[config.mk]
export PLATFORM = sky130hd
export DESIGN_NAME = bscale_addr_gen
export DESIGN_NICKNAME = d
export VERILOG_FILES = /design/src/rtl/bscale_pkg.sv /design/src/rtl/bscale_setup.sv /design/src/rtl/bscale_err_step.sv /design/src/rtl/bscale_addr_step.sv /design/src/rtl/bscale_len_ctr.sv /design/src/rtl/bscale_addr_gen.sv
export SDC_FILE = /design/constraint.sdc
export NUM_CORES = 1
export LEC_CHECK = 0
export BUFFER_PORTS_ARGS = -buffer_cell sky130_fd_sc_hd__buf_2
export CELL_PAD_IN_SITES_DETAIL_PLACEMENT = 1
export CELL_PAD_IN_SITES_GLOBAL_PLACEMENT = 2
export CORE_MARGIN = 3
export CORE_UTILIZATION = 36
export DETAILED_ROUTE_END_ITERATION = 8
export PLACE_DENSITY_LB_ADDON = 0.1
export SLEW_MARGIN = 5
export SYNTH_ARGS = -nofsm -noshare
export SYNTH_HDL_FRONTEND = slang
export SYNTH_SLANG_ARGS = --single-unit
[constraint.sdc]
create_clock -name clk -period 9.7 [get_ports clk]
set_input_delay 0.485 -clock clk [delete_from_list [all_inputs] [get_ports clk]]
set_output_delay 0.485 -clock clk [all_outputs]
set_load 0.02 [all_outputs]
[src/rtl/bscale_pkg.sv]
package bscale_pkg;

    localparam int ADDR_W = 16;
    localparam int ERR_W  = 12;
    localparam int CNT_W  = ERR_W - 1;

    typedef logic        [ADDR_W-1:0] addr_t;
    typedef logic signed [ERR_W-1:0]  err_t;
    typedef logic        [CNT_W-1:0]  cnt_t;

    // Constants for one line, fixed from start to done
    typedef struct packed {
        addr_t stride;   // base source stride N
        err_t  inc_lo;   // error gain when no source carry: 2*dy
        err_t  inc_hi;   // error gain on a carry: 2*dy - 2*dx
    } step_cfg_t;

    typedef struct packed {
        addr_t src;
        addr_t dst;
    } addr_pair_t;

    function automatic err_t widen(cnt_t v);
        return err_t'({1'b0, v});
    endfunction

    function automatic err_t span_of(cnt_t v);
        return widen(v) - err_t'(1);
    endfunction

    function automatic step_cfg_t make_cfg(cnt_t count, cnt_t frac, addr_t stride);
        step_cfg_t c;
        err_t      dx;
        err_t      dy;
        dx       = span_of(count);
        dy       = span_of(frac);
        c.stride = stride;
        c.inc_lo = dy + dy;
        c.inc_hi = (dy - dx) + (dy - dx);
        return c;
    endfunction

    function automatic err_t seed_err(cnt_t count, cnt_t frac);
        err_t dx;
        err_t dy;
        dx = span_of(count);
        dy = span_of(frac);
        return (dy + dy) - dx;
    endfunction

endpackage

[src/rtl/bscale_setup.sv]
module bscale_setup
    import bscale_pkg::*;
(
    input  cnt_t      count,
    input  cnt_t      frac,
    input  addr_t     stride,
    output step_cfg_t cfg,
    output err_t      err_init
);

    // Combined constant (A+C) formed once at setup, not in the step path
    always_comb begin
        cfg      = make_cfg(count, frac, stride);
        err_init = seed_err(count, frac);
    end

endmodule

[src/rtl/bscale_err_step.sv]
module bscale_err_step
    import bscale_pkg::*;
(
    input  err_t      err_q,
    input  step_cfg_t cfg,
    output err_t      err_next,
    output logic      carry
);

    err_t sum_lo;
    err_t sum_hi;

    // Both candidate sums side by side; the sign picks one
    always_comb begin
        sum_lo   = err_q + cfg.inc_lo;
        sum_hi   = err_q + cfg.inc_hi;
        carry    = ~err_q[ERR_W-1];
        err_next = carry ? sum_hi : sum_lo;
    end

endmodule

[src/rtl/bscale_addr_step.sv]
module bscale_addr_step
    import bscale_pkg::*;
(
    input  addr_pair_t cur,
    input  addr_t      stride,
    input  logic       carry,
    output addr_pair_t nxt
);

    always_comb begin
        nxt.src = cur.src + stride + addr_t'(carry);
        nxt.dst = cur.dst + addr_t'(1);
    end

endmodule

[src/rtl/bscale_len_ctr.sv]
module bscale_len_ctr
    import bscale_pkg::*;
(
    input  logic clk,
    input  logic rst,
    input  logic load,
    input  cnt_t count,
    output logic busy,
    output logic last
);

    cnt_t left_q;

    always_ff @(posedge clk) begin
        if (rst) begin
            left_q <= '0;
        end else if (load) begin
            left_q <= count;
        end else if (left_q != '0) begin
            left_q <= left_q - cnt_t'(1);
        end
    end

    assign busy = (left_q != '0);
    assign last = (left_q == cnt_t'(1));

    AST_RUN_CONTINUES: assert property (@(posedge clk) disable iff (rst)
        (busy && !last) |=> busy);

    AST_RUN_ENDS: assert property (@(posedge clk) disable iff (rst)
        (last && !load) |=> !busy);

endmodule

[src/rtl/bscale_addr_gen.sv]
module bscale_addr_gen
    import bscale_pkg::*;
(
    input  logic              clk,
    input  logic              rst,
    input  logic              start,
    input  logic [ADDR_W-1:0] src_base,
    input  logic [ADDR_W-1:0] dst_base,
    input  logic [CNT_W-1:0]  pix_count,
    input  logic [ADDR_W-1:0] skip,
    input  logic [CNT_W-1:0]  frac_len,
    output logic              busy,
    output logic              pix_valid,
    output logic [ADDR_W-1:0] src_addr,
    output logic [ADDR_W-1:0] dst_addr,
    output logic              done
);

    step_cfg_t  cfg_d;
    step_cfg_t  cfg_q;
    err_t       err_init;
    err_t       err_q;
    err_t       err_next;
    logic       carry;
    addr_pair_t pair_q;
    addr_pair_t pair_next;
    logic       accept;
    logic       last;
    logic       done_q;

    assign accept = start && !busy;

    bscale_setup u_setup (
        .count    (pix_count),
        .frac     (frac_len),
        .stride   (skip),
        .cfg      (cfg_d),
        .err_init (err_init)
    );

    bscale_err_step u_err (
        .err_q    (err_q),
        .cfg      (cfg_q),
        .err_next (err_next),
        .carry    (carry)
    );

    bscale_addr_step u_addr (
        .cur    (pair_q),
        .stride (cfg_q.stride),
        .carry  (carry),
        .nxt    (pair_next)
    );

    bscale_len_ctr u_len (
        .clk   (clk),
        .rst   (rst),
        .load  (accept),
        .count (pix_count),
        .busy  (busy),
        .last  (last)
    );

    always_ff @(posedge clk) begin
        if (rst) begin
            cfg_q  <= '0;
            err_q  <= '0;
            pair_q <= '0;
            done_q <= 1'b0;
        end else begin
            done_q <= busy && last;
            if (accept) begin
                cfg_q      <= cfg_d;
                err_q      <= err_init;
                pair_q.src <= src_base;
                pair_q.dst <= dst_base;
            end else if (busy && !last) begin
                err_q  <= err_next;
                pair_q <= pair_next;
            end
        end
    end

    assign pix_valid = busy;
    assign src_addr  = pair_q.src;
    assign dst_addr  = pair_q.dst;
    assign done      = done_q;

    AST_DST_STEP: assert property (@(posedge clk) disable iff (rst)
        (pix_valid && $past(pix_valid)) |-> (dst_addr == addr_t'($past(dst_addr) + addr_t'(1))));

    AST_SRC_STRIDE: assert property (@(posedge clk) disable iff (rst)
        (pix_valid && $past(pix_valid)) |->
            ((addr_t'(src_addr - $past(src_addr)) == cfg_q.stride) ||
             (addr_t'(src_addr - $past(src_addr)) == addr_t'(cfg_q.stride + addr_t'(1)))));

    AST_DONE_PULSE: assert property (@(posedge clk) disable iff (rst)
        done |=> !done);

    AST_DONE_AFTER_RUN: assert property (@(posedge clk) disable iff (rst)
        $fell(busy) |-> (done && !pix_valid));

    AST_BUSY_START_IGNORED: assert property (@(posedge clk) disable iff (rst)
        (busy && !last && start) |=> (busy && $stable(cfg_q)));

    AST_IDLE_HOLD: assert property (@(posedge clk) disable iff (rst)
        (!busy && !start) |=> ($stable(src_addr) && $stable(dst_addr)));

    AST_FIRST_PAIR: assert property (@(posedge clk) disable iff (rst)
        (start && !busy) |=> (pix_valid && src_addr == $past(src_base) && dst_addr == $past(dst_base)));

endmodule

Word level (Yosys, flattened, before mapping). Index checks and enable logic that the tools add are counted.

Output and inout bits: 35. Input port bits: 73. Logic and storage cells: 37. Flip-flop bits (word level): 96.

Add/sub/neg operators: 12. Equality and inequality tests: 1. Bitwise operators: 1. Multiplexer cells: 7. Reductions and logical operators: 8.

Operator list (number): $mux W32 (2); $add A12 B12 Y12 (4); $mux W12 (3); $sub A11 B1 Y12 const B (2); $sub A12 B12 Y12 (2); $mux W11 (2); $add A16 B1 Y16 (1); $add A16 B1 Y16 const B (1); $add A16 B16 Y16 (1); $eq A11 B1 Y1 const B (1); $reduce_bool A11 Y1 (1); $sub A11 B1 Y11 const B (1); $reduce_bool A2 Y1 (2); $logic_and A1 B1 Y1 (3); $logic_not A1 Y1 (2); $not A1 Y1 (1).

Longest topological paths before layout.
Depth in word-level cells: 5. Depth in mapped cells: 16. Mapped depth without buffers: 15.

By module. Synthesis repeated with hierarchy kept, for this count alone.

Cell total of the unflattened synthesis: 931. Area, all modules: 7198.2 sq um.

By module, submodules not included: bscale_addr_gen (area each 3324.4 sq um, times used 1, cells an instance 424, sequential area each 1701.6 sq um); bscale_setup (area each 1589.0 sq um, times used 1, cells an instance 221, sequential area each 0.0 sq um); bscale_addr_step (area each 999.7 sq um, times used 1, cells an instance 132, sequential area each 0.0 sq um); bscale_len_ctr (area each 650.6 sq um, times used 1, cells an instance 81, sequential area each 220.2 sq um); bscale_err_step (area each 634.4 sq um, times used 1, cells an instance 73, sequential area each 0.0 sq um).

Worst setup path after synthesis. No wires, ideal clock.

Path kind: input -> register. Start point: in pix_count[0]. End point: reg err_q[11]. Required time: 9597 ps. Buffers on the path: 1. Setup slack: 6066 ps. Stages: 16. Data arrival time: 3531 ps. Path through: buf_2 -> inv_1 -> ha_1 -> or4b_2 -> nor2_1 -> xor2_1 -> inv_1 -> ha_1 -> nor2_1 -> inv_1 -> maj3_1 -> inv_1 -> a211oi_1 -> and4bb_1 -> xnor2_1 -> a2111oi_2.

Word-level cells in the longest chain between the ends: 3.

RTL lines: from (decl) (line bscale_addr_gen.sv:9) `input logic [CNT_W-1:0] pix_count,`; $sub A11 B1 Y12 (line bscale_pkg.sv:28) `return widen(v) - err_t'(1);`; $sub A12 B12 Y12 (line bscale_pkg.sv:48) `return (dy + dy) - dx;`; $mux W12 (line bscale_addr_gen.sv:72) `if (accept) begin`; to (signal assigned) (line bscale_addr_gen.sv:74) `err_q <= err_init;`; to (signal assigned) (line bscale_addr_gen.sv:78) `err_q <= err_next;`; to (decl) (line bscale_addr_gen.sv:22) `err_t err_q;`.

No other way between the ends. A chain may end at the register's enable or synchronous reset.

Final worst setup path. Same ends and word-level chain as after synthesis.

==> impl_table.tex <==
\begin{tabular}{lr}
\hline
Metric & Value \\
\hline
\multicolumn{2}{l}{\textbf{Timing}} \\
\quad Smallest hold slack & around 0.37 ns \\
\quad Minimum period implied by the final worst setup slack & approximately 3.7 ns \\
\quad Hold Fails Final Rpt & 0 \\
\quad Worst-Margin Slew & approximately 1.1 ns \\
\quad Worst rel slew slack & approximately 25\% \\
\quad Final number of max-transition violations & 0 \\
\quad Fmax & 273.7 MHz \\
\quad Final worst slack & 6.046 ns \\
\quad Final setup fails & 0 \\
\quad Share of the cycle needed by the critical path after routing & 37.67\% \\
\quad RSZ-0062 raised after global routing & no \\
\quad Skew final & about 0.012 ns \\
\quad Setup TNS Final & 0 ns \\
\multicolumn{2}{l}{\textbf{Power and ir drop}} \\
\quad Power share of the clock group & between 20\% and 30\% \\
\quad Pint & 1.089 mW \\
\quad Combinational cell fraction of total power & between 40 and 50\% \\
\quad Switch share & approximately 43\% \\
\quad Leakage power figure & approximately 3.2 nW \\
\quad Power share of the sequential group & around 30\% \\
\quad Switching power total & around 0.8 mW \\
\quad Design Power & $\sim$1.9 mW \\
\quad Maximum ir drop on the vdd rail & approximately 0.00010 V \\
\quad Pwr per Cell Area & 249.0 nW/um\^{}2 \\
\multicolumn{2}{l}{\textbf{Layout}} \\
\quad Fraction of layout cells with a size suffix above 1 & around 17\% \\
\quad Final std cells w/o fill & approximately 1200 \\
\quad Post-layout net count & $\sim$1100 \\
\quad Number of antenna diodes & 0 \\
\quad Signed area change from the synthesized netlist to the final layout & 15.54\% \\
\quad Fillers & roughly 2200 \\
\quad Final non-filler cell area & 7602 um\^{}2 \\
\quad Util after Layout & a little over two fifths \\
\multicolumn{2}{l}{\textbf{CTS}} \\
\quad Clk sinks & 93 \\
\quad Post-CTS sizing & 0 \\
\quad Number of buffers inserted for hold repair after clock tree synthesis & 0 \\
\quad Clock tree from TritonCTS & built \\
\quad Clock transition time at the flip-flop clock pins of the worst setup and hold paths & about 0.070 ns \\
\quad Root buffer cell & sky130\_fd\_sc\_hd\_\_clkbuf\_16 \\
\quad Later-pin clock latency in the skew report & 0.35 ns \\
\quad Total clock buffers created by CTS & 9 \\
\quad Depth of the CTS H-tree & 3 \\
\quad Number of setup buffers added after CTS & 0 \\
\quad Max clock buf depth & 2 \\
\multicolumn{2}{l}{\textbf{Critical path}} \\
\quad Crit path cell chain & buf\_2, inv\_1, ha\_1, or4b\_2, nor2\_1, xor2\_1, inv\_1, ha\_1, nor2\_1, inv\_1, maj3\_1, inv\_1, a211oi\_1, and4bb\_1, xnor2\_1, a2111oi\_2 \\
\quad Kind of critical path & in -> reg \\
\quad Max stage delay cell, worst path & sky130\_fd\_sc\_hd\_\_or4b\_2 \\
\quad Crit path largest cell delay & roughly 0.64 ns \\
\quad Startpoint Class & primary input \\
\quad Most common cell type on the critical path & sky130\_fd\_sc\_hd\_\_inv\_1 \\
\quad Sort of element at the end of the critical path & flop \\
\quad Critical Path Fanout Max & 10 \\
\quad Endpoint arrival time on the critical path & 3.89 ns \\
\quad Data required time of the worst path & 9.94 ns \\
\multicolumn{2}{l}{\textbf{Logic synthesis}} \\
\quad Top-count cell post-synth & sky130\_fd\_sc\_hd\_\_nand2\_1 \\
\quad Cell area after synthesis & around 6600 um\^{}2 \\
\quad Ranking of synthesized cells by instance count & 116 x sky130\_fd\_sc\_hd\_\_nand2\_1, 93 x sky130\_fd\_sc\_hd\_\_dfxtp\_1, 84 x sky130\_fd\_sc\_hd\_\_a21oi\_1 \\
\quad Share of the synthesized area in the top cell type & approximately 28\% \\
\quad Primary FF master, synth & sky130\_fd\_sc\_hd\_\_dfxtp\_1 \\
\quad Largest area contributor in the synthesized netlist & sky130\_fd\_sc\_hd\_\_dfxtp\_1 \\
\quad Average cell area after synthesis & between 7 and 8 um\^{}2 \\
\quad Share of the yosys chip area belonging to registers & 28.29\% \\
\quad Proportion of register bits with asynchronous set or reset after synthesis & 0\% \\
\quad Largest cells by area after synthesis & sky130\_fd\_sc\_hd\_\_dfxtp\_1 28\%, sky130\_fd\_sc\_hd\_\_ha\_1 7.0\%, sky130\_fd\_sc\_hd\_\_nand2\_1 6.6\% \\
\quad Number of nets produced by synthesis & 977 \\
\quad Count of warnings emitted by yosys & 0 \\
\quad Synth Instances & approximately 860 \\
\quad Post-synthesis register bit count & slightly above 90 \\
\quad Count of different cell masters after synthesis & 69 \\
\quad Number of synthesized flops with an enable pin & 0 \\
\multicolumn{2}{l}{\textbf{Die}} \\
\quad Area inside the core boundary & between 15000 and 20000 um\^{}2 \\
\quad Chip Height & about 140 um \\
\quad Horiz. Die Dim & approximately 140 um \\
\quad Starting density of the core & roughly 37\% \\
\quad DIE AREA & between 15000 and 20000 um\^{}2 \\
\quad I/O pin count & $\sim$110 \\
\quad Number of rows in the core area & 48 \\
\multicolumn{2}{l}{\textbf{Route}} \\
\quad Via count & 6597 \\
\quad Post-detailed-route via-to-cell ratio & 5.648 \\
\quad Routed wire length & 20.87 mm \\
\quad Total iterations of the first detailed-routing run & 4 \\
\quad Starting DRC count in detailed routing & approximately 280 \\
\quad WL/cell & around 18 um \\
\quad Post-DRT Antenna Nets & 0 \\
\quad DRC errors left & 0 \\
\multicolumn{2}{l}{\textbf{Hold path}} \\
\quad Path type of the worst min-delay path & in -> reg \\
\multicolumn{2}{l}{\textbf{Placement}} \\
\quad Estimated wirelength of the detail-placed design & 15.33 mm \\
\quad Placer Congestion & 0.8630 \\
\quad Placed insts & 1152 \\
\quad Buffers on Ports & approximately 110 \\
\quad Placed Instance Area & between 7000 and 8000 um\^{}2 \\
\quad Worst slack after detailed placement & approximately 5.7 ns \\
\multicolumn{2}{l}{\textbf{Global routing}} \\
\quad GRT Total Usage & 20.82\% \\
\quad Maximum number of pins on one net before global-route repair & 78 \\
\quad GRT overflow & 0 \\
\quad Vias in the first global route & roughly 6700 \\
\quad Initial antenna violation count & 0 \\
\quad Global-route wire length before repair & roughly 34 mm \\
\multicolumn{2}{l}{\textbf{Status}} \\
\quad Status & finished, final reports clean \\
\multicolumn{2}{l}{\textbf{Job}} \\
\quad \# Max-Cap Violations & 0 \\
\hline
\end{tabular}
## power by group through the flow
stage | Sequential, mW | Combinational, mW | Clock [mW]
6_report | 0.566 | 0.912 | 0.416
5_1_grt | 0.581 | 1.03 | 0.444
4_1_cts | 0.566 | 0.921 | 0.426
3_5_place_dp | 0.575 | 0.913 | 0
3_3_place_gp | 0.567 | 0.881 | 0
2_1_floorplan | 0.589 | 0.642 | 0
## placed cells by master (no fill, tap or decap), types with 6 or more instances in the layout
cell type,netlist,layout
sky130_fd_sc_hd__a211oi_1,46,46
sky130_fd_sc_hd__a21o_1,7,7
sky130_fd_sc_hd__a21oi_1,84,84
sky130_fd_sc_hd__a311oi_1,9,9
sky130_fd_sc_hd__a31oi_1,8,8
sky130_fd_sc_hd__and3_1,9,8
sky130_fd_sc_hd__buf_2,3,107
sky130_fd_sc_hd__clkbuf_16,0,9
sky130_fd_sc_hd__dfxtp_1,93,93
sky130_fd_sc_hd__ha_1,37,37
sky130_fd_sc_hd__inv_1,34,34
sky130_fd_sc_hd__mux2_2,10,10
sky130_fd_sc_hd__nand2_1,116,116
sky130_fd_sc_hd__nand2b_1,6,6
sky130_fd_sc_hd__nand3_1,21,20
sky130_fd_sc_hd__nand3b_1,6,6
sky130_fd_sc_hd__nor2_1,83,83
sky130_fd_sc_hd__nor2b_1,9,9
sky130_fd_sc_hd__nor3_1,20,20
sky130_fd_sc_hd__nor3b_1,6,6
sky130_fd_sc_hd__nor4_1,8,7
sky130_fd_sc_hd__o211ai_1,10,10
sky130_fd_sc_hd__o21a_1,7,6
sky130_fd_sc_hd__o21ai_0,44,43
sky130_fd_sc_hd__or3_1,11,11
sky130_fd_sc_hd__xnor2_1,36,36
sky130_fd_sc_hd__xor2_1,19,19
## area by class of cell
| cell class | instances | area (um^2) | share of cell area (%) |
|---|---|---|---|
| clock inverter | 7 | 120.1 | 1.580 |
| timing repair buffer | 112 | 573.1 | 7.538 |
| multi-input combinational | 688 | 4413 | 58.05 |
| clock buffer | 9 | 225.2 | 2.962 |
| inverter | 34 | 127.6 | 1.679 |
| tap | 225 | 281.5 | 3.703 |
| sequential | 93 | 1862 | 24.49 |
## worst paths after layout
| path | startpoint | end | slack, ns | depth (start not counted) |
|---|---|---|---|---|
| hold / removal | skip[8] | cfg_q[32]$_SDFFE_PP0P_ | 0.37 | 3 |
| setup reg to reg | u_len.left_q[4]$_SDFFE_PP0P_ | err_q[10]$_SDFFE_PP0P_ | 6.11 | 9 |
| setup / recovery | pix_count[0] | err_q[11]$_SDFFE_PP0P_ | 6.05 | 16 |
| hold reg to reg | cfg_q[6]$_SDFFE_PP0P_ | cfg_q[6]$_SDFFE_PP0P_ | 0.45 | 2 |
## cells by family after synthesis
kind of cell,share of synthesized area (%)
AOI/OAI and AO/OA,25.12
muxes,2.168
adders and majority gates,8.557
and+or+nand+nor,23.16
xor gates and xnor gates,7.739
buffers and inverters,4.963
DFF,28.29
## registers in the layout, summed over array words and instances, names as in the netlist
| name | flops |
|---|---|
| cfg_q | 38 |
| done | 1 |
| dst_addr | 16 |
| err_q | 11 |
| src_addr | 16 |
| u_len.left_q | 11 |
## per-layer routing
metal / global-route usage, % / vias up / share of wire, %
met3: 2.917 / 13 / 4.1
met5: 0 / - / 0
li1: - / 3250 / -
met2: 35.59 / 137 / 47
met4: 4.386 / 0 / 0.92
met1: 27.98 / 3197 / 48
## critical path: cells and delay by family
kind            cells  cell delay [ns]
xor+xnor            2             0.36
fa+ha+maj           3             0.90
compound gates      2             0.40
simple gates        4             1.20
buf+inv             5             0.54
Note: power is estimated with default switching activity, not from simulation.
